File: src/rtl/wrq_pkg.sv
// Shared types for the write cycle qualifier.
package wrq_pkg;
    // Write-cycle tracker state.
    typedef enum logic {
        CYC_IDLE   = 1'b0,
        CYC_ACTIVE = 1'b1
    } cyc_state_t;
endpackage

File: src/rtl/wrq_deglitch.sv
// Run-length deglitcher for one control line.
// Assumes din is asynchronous. A two-flop synchronizer feeds a counter, and
// dout only takes a new level once it has been sampled FILT times in a row.
module wrq_deglitch #(
    parameter int   FILT    = 4,
    parameter logic RST_VAL = 1'b1
) (
    input  logic clk,
    input  logic rst_n,
    input  logic din,
    output logic dout
);
    localparam int CW = $clog2(FILT + 1);
    localparam logic [CW-1:0] LAST = CW'(FILT - 1);

    logic         s1, s2;
    logic [CW-1:0] run;

    // Bring the raw line into the clock domain.
    always_ff @(posedge clk) begin
        if (!rst_n) begin
            s1 <= RST_VAL;
            s2 <= RST_VAL;
        end else begin
            s1 <= din;
            s2 <= s1;
        end
    end

    // Count consecutive differing samples and switch at FILT.
    always_ff @(posedge clk) begin
        if (!rst_n) begin
            dout <= RST_VAL;
            run  <= '0;
        end else if (s2 == dout) begin
            run <= '0;
        end else if (run == LAST) begin
            dout <= s2;
            run  <= '0;
        end else begin
            run <= run + 1'b1;
        end
    end

    // a level only moves after FILT agreeing samples.
    p_min_width_r7: assert property (@(posedge clk) disable iff (!rst_n)
        (dout != $past(dout)) |-> ($past(run) == LAST));
endmodule

File: src/rtl/wrq_lockout.sv
// Write lockout and command-logic reset request.
// Assumes we_idle is the filtered write strobe (1 = high, idle). Lockout is
// set by reset, power-on or low supply. It clears only when both flags are
// low and the strobe is idle.
module wrq_lockout (
    input  logic clk,
    input  logic rst_n,
    input  logic supply_low,
    input  logic por_active,
    input  logic we_idle,
    output logic lock,
    output logic rst_req
);
    // Hold lockout until the supply is good and the write strobe is idle.
    always_ff @(posedge clk) begin
        if (!rst_n)
            lock <= 1'b1;
        else if (supply_low || por_active)
            lock <= 1'b1;
        else if (we_idle)
            lock <= 1'b0;
    end

    // Request a command-logic reset while the supply is low.
    always_ff @(posedge clk) begin
        if (!rst_n)
            rst_req <= 1'b0;
        else
            rst_req <= supply_low;
    end

    // a reset request is always accompanied by lockout.
    p_req_locked_r9: assert property (@(posedge clk) disable iff (!rst_n)
        rst_req |-> lock);

    // lockout releases only after an idle write strobe.
    p_release_idle_r10: assert property (@(posedge clk) disable iff (!rst_n)
        $fell(lock) |-> $past(we_idle));
endmodule

File: src/rtl/wrq_cycle.sv
// Write-cycle tracker on filtered active-low controls.
// Takes the address when chip select and write strobe are both low with read
// enable high (the later fall). Takes the data when either returns high (the
// earlier rise) and emits a one-clock pulse. Read enable low or lockout
// cancels an open cycle.
module wrq_cycle
    import wrq_pkg::*;
#(
    parameter int AW = 18,
    parameter int DW = 16
) (
    input  logic          clk,
    input  logic          rst_n,
    input  logic          ce_n,
    input  logic          we_n,
    input  logic          oe_n,
    input  logic          lock,
    input  logic [AW-1:0] addr_in,
    input  logic [DW-1:0] data_in,
    output logic          wr_valid,
    output logic [AW-1:0] wr_addr,
    output logic [DW-1:0] wr_data
);
    cyc_state_t    state;
    logic [AW-1:0] addr_hold;
    logic          open_cond;

    // Write-cycle condition on the filtered lines.
    always_comb open_cond = !ce_n && !we_n && oe_n;

    // Track the cycle, capture the bus and emit the pulse.
    always_ff @(posedge clk) begin
        if (!rst_n) begin
            state     <= CYC_IDLE;
            addr_hold <= '0;
            wr_addr   <= '0;
            wr_data   <= '0;
            wr_valid  <= 1'b0;
        end else begin
            wr_valid <= 1'b0;
            case (state)
                CYC_IDLE: begin
                    if (open_cond && !lock) begin
                        addr_hold <= addr_in;
                        state     <= CYC_ACTIVE;
                    end
                end
                CYC_ACTIVE: begin
                    if (lock || !oe_n) begin
                        state <= CYC_IDLE;
                    end else if (ce_n || we_n) begin
                        wr_data  <= data_in;
                        wr_addr  <= addr_hold;
                        wr_valid <= 1'b1;
                        state    <= CYC_IDLE;
                    end
                end
                default: state <= CYC_IDLE;
            endcase
        end
    end

    // the pulse lasts one clock.
    p_pulse_once_r11: assert property (@(posedge clk) disable iff (!rst_n)
        wr_valid |=> !wr_valid);

    // a pulse needs read enable high at the closing edge.
    p_oe_inhibit_r3: assert property (@(posedge clk) disable iff (!rst_n)
        wr_valid |-> $past(oe_n));

    // lockout suppresses the pulse.
    p_no_write_locked_r9: assert property (@(posedge clk) disable iff (!rst_n)
        lock |=> !wr_valid);

    // a pulse follows an open cycle.
    p_pulse_from_cycle_r2: assert property (@(posedge clk) disable iff (!rst_n)
        wr_valid |-> $past(state == CYC_ACTIVE));
endmodule

File: src/rtl/wrq_top.sv
// Write cycle qualifier top level.
// Deglitches the three raw active-low controls, applies power-up and
// low-supply lockout, and passes qualified writes to the command decoder.
// Assumes the address and data buses are stable while the filtered edges land.
module wrq_top #(
    parameter int AW   = 18,
    parameter int DW   = 16,
    parameter int FILT = 4
) (
    input  logic          clk,
    input  logic          rst_n,
    input  logic          ce_n_raw,
    input  logic          we_n_raw,
    input  logic          oe_n_raw,
    input  logic [AW-1:0] addr_in,
    input  logic [DW-1:0] data_in,
    input  logic          supply_low,
    input  logic          por_active,
    output logic          wr_valid,
    output logic [AW-1:0] wr_addr,
    output logic [DW-1:0] wr_data,
    output logic          cmd_rst_req
);
    localparam int NCTL = 3;

    logic [NCTL-1:0] ctl_raw;
    logic [NCTL-1:0] ctl_flt;
    logic            lock;

    // Gather the control lines: bit 0 chip select, 1 write strobe, 2 read enable.
    always_comb ctl_raw = {oe_n_raw, we_n_raw, ce_n_raw};

    for (genvar g = 0; g < NCTL; g++) begin : g_flt
        wrq_deglitch #(.FILT(FILT), .RST_VAL(1'b1)) i_flt (
            .clk  (clk),
            .rst_n(rst_n),
            .din  (ctl_raw[g]),
            .dout (ctl_flt[g])
        );
    end

    wrq_lockout i_lock (
        .clk       (clk),
        .rst_n     (rst_n),
        .supply_low(supply_low),
        .por_active(por_active),
        .we_idle   (ctl_flt[1]),
        .lock      (lock),
        .rst_req   (cmd_rst_req)
    );

    wrq_cycle #(.AW(AW), .DW(DW)) i_cyc (
        .clk     (clk),
        .rst_n   (rst_n),
        .ce_n    (ctl_flt[0]),
        .we_n    (ctl_flt[1]),
        .oe_n    (ctl_flt[2]),
        .lock    (lock),
        .addr_in (addr_in),
        .data_in (data_in),
        .wr_valid(wr_valid),
        .wr_addr (wr_addr),
        .wr_data (wr_data)
    );
endmodule

File: config.mk
export PLATFORM = sky130hd
export DESIGN_NAME = wrq_top
export DESIGN_NICKNAME = d
export VERILOG_FILES = /design/src/rtl/wrq_pkg.sv /design/src/rtl/wrq_deglitch.sv /design/src/rtl/wrq_lockout.sv /design/src/rtl/wrq_cycle.sv /design/src/rtl/wrq_top.sv
export SDC_FILE = /design/constraint.sdc
export NUM_CORES = 1
export LEC_CHECK = 0
export ABC_AREA = 1
export ABC_CLOCK_PERIOD_IN_PS = 1090
export BUFFER_PORTS_ARGS = -buffer_cell sky130_fd_sc_hd__buf_2
export CAP_MARGIN = 20
export CORE_ASPECT_RATIO = 1.1
export CORE_MARGIN = 5
export CORE_UTILIZATION = 30
export CTS_CLUSTER_DIAMETER = 50
export CTS_CLUSTER_SIZE = 40
export DETAILED_ROUTE_END_ITERATION = 7
export PLACE_DENSITY = 0.62
export SETUP_SLACK_MARGIN = 0.02
export SLEW_MARGIN = 10
export SYNTH_ARGS = -nofsm -noshare
export SYNTH_HDL_FRONTEND = slang
export SYNTH_HIERARCHICAL = 1
export SYNTH_SLANG_ARGS = --single-unit
export TNS_END_PERCENT = 100
File: constraint.sdc
create_clock -name clk -period 1.09 [get_ports clk]
set_input_delay 0.0545 -clock clk [delete_from_list [all_inputs] [get_ports clk]]
set_output_delay 0.0545 -clock clk [all_outputs]
set_load 0.02 [all_outputs]
## Yosys cells after proc, flatten, opt, wreduce, memory -nomap -nowiden

Index checks and enable logic that the tools add are counted.

- Word-level logic and storage cells: 59
- Register bits: 74

- Muxes and demuxes: 5
- Bitwise operators: 6
- Equality and inequality tests: 6
- $add $sub $neg: 3
- Reductions and logical operators: 20

Operators with widths:

| operator | count |
|---|---|
| 3-bit OR reduction | 4 |
| 3-bit by 1-bit adder with 3-bit output, second input constant | 3 |
| 3-bit by 2-bit equality test with 1-bit output, second input constant | 3 |
| 2-bit AND reduction | 4 |
| 1-bit NOT | 6 |
| 1-bit zero test | 4 |
| 1-bit two-way mux | 4 |
| 1-bit equality test | 3 |
| 1-bit logical AND | 3 |
| 1-bit logical OR | 3 |
| 3-bit AND reduction | 1 |
| 1-bit case mux with 2 select lines | 1 |
| 2-bit OR reduction | 1 |

## Logic depth before layout (Yosys ltp)

- Depth in word-level cells: 6
- Mapped depth: 7

## By module

The synthesis kept the hierarchy.

By module, submodules not included:

| module | area each (µm²) | times used | cells an instance |
|---|---|---|---|
| wrq_cycle | 2169.6 | 1 | 324 |
| wrq_deglitch | 221.5 | 3 | 24 |
| wrq_lockout | 63.8 | 1 | 8 |

## Worst setup path after synthesis

OpenSTA, ideal clock, no wires.

- Path kind: register -> register
- Start point: reg g_flt[1].i_flt.dout
- End point: reg i_cyc.addr_hold[10]
- Data arrival time: 998 ps
- Path slack: -21 ps
- Cell stages (with the launch flop): 6
- Setup time: 113 ps
- Period minus slack after synthesis: 1111 ps
- Data required time: 977 ps
- Path buffers: 1
- Cell sequence: dfxtp_1 > nor2_4 > nand3_2 > buf_2 > nor2_1 > nor2_1

- Cells in the longest elaborated chain, start to end: 5

Ends and longest elaborated chain:

| element | line | source |
|---|---|---|
| start, declared | wrq_deglitch.sv:11 | `output logic dout` |
| start signal, assigned | wrq_deglitch.sv:33 | `dout <= RST_VAL;` |
| start signal, assigned | wrq_deglitch.sv:38 | `dout <= s2;` |
| 1-bit zero test | wrq_cycle.sv:29 | `always_comb open_cond = !ce_n && !we_n && oe_n;` |
| 1-bit logical AND (2 in a row) | wrq_cycle.sv:29 |  |
| 1-bit logical AND | wrq_cycle.sv:43 | `if (open_cond && !lock) begin` |
| 2-bit AND reduction (no line) | - |  |
| end signal, assigned | wrq_cycle.sv:44 | `addr_hold <= addr_in;` |
| end, declared | wrq_cycle.sv:25 | `logic [AW-1:0] addr_hold;` |

Every way passes these cells.
A chain may end at the register's enable or synchronous reset.

## Worst setup path after layout

- Start point: reg g_flt[2].i_flt.dout
- End point: reg i_cyc.wr_data[2]

- Cells in the longest elaborated chain, start to end: 4

Ends and longest elaborated chain:

| element | line | source |
|---|---|---|
| start, declared | wrq_deglitch.sv:11 |  |
| start signal, assigned | wrq_deglitch.sv:33 |  |
| start signal, assigned | wrq_deglitch.sv:38 |  |
| 1-bit zero test | wrq_cycle.sv:49 | `if (lock \|\| !oe_n) begin` |
| 1-bit logical OR | wrq_cycle.sv:49 |  |
| 1-bit NOT (no line) | - |  |
| 3-bit AND reduction (no line) | - |  |
| end signal, assigned | wrq_cycle.sv:52 | `wr_data <= data_in;` |
| end, declared | wrq_cycle.sv:22 | `output logic [DW-1:0] wr_data` |

Every way passes these cells.

==> results.cfg <==
[finish]
area_delta_synth_final_pct = 49.5
fin_nets = 571
final_cell_mix = nand2_1 (112), nor2_1 (91), buf_2 (76)
final_common_cell = nand2_1
drive_gt1_share_pct = 32.3
final_cells = 646
antenna-diode-count = 0

[synthesis]
syn_nets = 451
synthCells = 404
synth-seq-cells = 74
syn_area_mm2 = 0.00290
yosysUniqueCellTypes = 18
avgSynthCellArea_um2 = 7.17
ys_seq_area_share_pct = 51.1
yosys_warnings = 6

[clocking]
ctsRootBufferMaster = clkbuf_8
cts_tree = yes
htreeDepth = 3
cts_sinks = 74
clkLatencyLatePin_ns = 0.33
clk_pin_slew_ns = 0.07
cts_buffers = 9
clockBufferDepth = 2

[route]
wirelength_um = 6790
drt_pre_antenna_iters = 4
antenna_left = 0
vias = 2660
vias_per_cell = 4.12
routedWlPerCell_um = 10.5
drcViolationCount = 0
drt_iter0_markers = 57

[critical_path]
crit_chain = nand3_4 > nor2_4 > buf_12 > clkbuf_16 > nor2_1 > nor2_1
worstSetupEndpoint = i_cyc/wr_data[2]$_SDFFE_PN0P_
startpoint_type = register
critPathTopFamily = simple AND/OR/NAND/NOR gates
cp_num_buf_inv = 2
worstPathArrival_ns = 1.44
path_class = reg -> reg
critPathMostFrequentCell = nor2_1
cp_num_cells = 6
reg2reg_from = g_flt[2].i_flt/dout$_SDFFE_PN1P_
critPathRequiredTime_ns = 1.36
reg2reg_depth = 6
r2r-end = i_cyc/wr_data[2]$_SDFFE_PN0P_
cp_slowest_cell = dfxtp_4
regToRegSetupSlack_ns = -0.08
slowest_delay_ns = 0.38
crit_fanout = 7
critPathCaptureType = register
crit_path_start = g_flt[2].i_flt/dout$_SDFFE_PN1P_

[grt]
grtUsageTotal_pct = 11.9
antenna_found_initial = 0
grt_pass1_vias = 2653
grt_max_degree = 46
grt_pass1_wl_um = 11600
grt_overflow = 0

[sta]
max_freq_ghz = 0.852
period_needed_ns = 1.17
finalHoldViolations = 0
rsz0062_at_grt = true
maxSlewViolCount = 0
tightestPinTransition_ns = 0.211
tns_ns = -1.61
maxSlewHeadroom_pct = 85.9
clock_skew_ns = 0.00560
timing.final.crit_share_pct = 108
worst_hold_slack_ns = 0.0243
setup_viol = 46
layout_setup_ws_ns = -0.0836

[power]
leakage_nw = 2.18
power_density_mw_per_mm2 = 1260
vdd_drop_max_mv = 0.573

[floorplanning]
ioPinCount = 77
dieArea_mm2 = 0.0117
coreArea_mm2 = 0.00940
start_util_pct = 30.8
rows = 37
die_h_um = 113
die_w_um = 104

[placed_design]
io_buffers = 76
place_congestion = 0.716
dp_cells = 591
hpwl_um = 4100
place_ws_ns = -0.0770

[hold_path]
worstHoldPathType = in -> reg
hp-start = data_in[5]

[run_status]
status = complete, but fails checks
violations = negative setup slack

[job]
cap_violations = 0
==> worst min-delay path by stage <==
stage               slack [ns]  cells past startpoint                            end
global route              0.02                      5  i_cyc/wr_data[2]$_SDFFE_PN0P_
global placement          0.24                      2   g_flt[1].i_flt/s1$_SDFF_PN1_
detailed placement        0.25                      2   g_flt[1].i_flt/s1$_SDFF_PN1_
finish                    0.02                      5  i_cyc/wr_data[5]$_SDFFE_PN0P_
CTS                     0.0009                      5  i_cyc/wr_data[7]$_SDFFE_PN0P_
floorplan                 0.14                      1       i_lock/lock$_SDFFE_PP1P_
==> per-layer routing <==
metal	share of wire (%)	wire (um)	track usage (%)
met5	0	0	0
met3	5.2	351	3.25
met2	51	3450	21.2
met1	43	2920	13.4
met4	0.99	67	4.75
==> cells by family (layout without fill, tap and decap cells) <==
logic type                 count (synthesis)  count (layout)  synth area share [%]
and+or+nand+nor                          247             247                  34.5
adders and majority gates                  6               6                  2.59
buffers and inverters                     71             196                  10.7
AOI/OAI and AO/OA                          6               6                  1.04
DFF                                       74              74                  51.1
==> stage by stage <==
stage	util (%)	total power [mW]	instance area [um^2]
floorplan	-	2.89	2920
global placement	36.6	2.99	3440
detailed placement	36.6	3.00	3440
CTS	44.3	5.57	4160
global route	46.1	5.73	4330
finish	46.1	5.48	4330
==> worst reg2reg max path, stage by stage, from the launching register on <==
cell and delay [ns]:
dfxtp_4 0.38, nand3_4 0.09, nor2_4 0.19, buf_12 0.17, clkbuf_16 0.16, nor2_1 0.04
nor2_1 0.09
==> power breakdown <==
group	internal (mW)	switching, mW	total (mW)
Clock	1.47	0.980	2.45
Combinational	0.172	0.126	0.298
Sequential	2.72	0.00907	2.73
==> sequential cells by signal (all words and copies together) (netlist names) <==
register,flops
i_cyc/wr_addr,18
i_cyc/wr_valid,1
g_flt.i_flt/s1,3
i_cyc/state,1
g_flt.i_flt/dout,3
i_lock/lock,1
i_lock/rst_req,1
g_flt.i_flt/run,9
g_flt.i_flt/s2,3
i_cyc/addr_hold,18
i_cyc/wr_data,16
==> synth_stat cells <==
library cell / instances / share of area, %
a21oi_1: 3 / 0.52
buf_6: 4 / 1.6
nand3_2: 5 / 1.7
inv_1: 54 / 7.0
clkinv_1: 1 / 0.13
o21ai_0: 3 / 0.52
clkbuf_1: 3 / 0.39
buf_4: 1 / 0.26
nor2_2: 4 / 0.86
nor3_1: 1 / 0.17
or2_2: 6 / 1.3
nand3_1: 1 / 0.17
ha_1: 6 / 2.6
nand2_1: 113 / 15
dfxtp_1: 74 / 51
nor2_1: 115 / 15
nor2_4: 2 / 0.78
buf_2: 8 / 1.4
==> cell type report <==
cell class	count	area (um^2)
inverters	55	206
clock inverters	4	72.6
clock buffers	12	165
well taps	117	146
fillers	949	5060
flip-flops and latches	74	1490
multi-input cells	259	1300
repair buffers	125	950
==> repair_timing <==
| action | CTS | global route |
|---|---|---|
| setup endpoints to repair | 63 | 61 |
| pin swaps | 8 | 15 |
| hold buffers | 28 | 0 |
| setup buffers | 3 | 4 |
| cloned | 3 | 1 |
| gates resized for setup | 31 | 28 |
| endpoints found under the hold margin | 28 | 0 |
No activity file was read; power rests on OpenSTA's default activity.
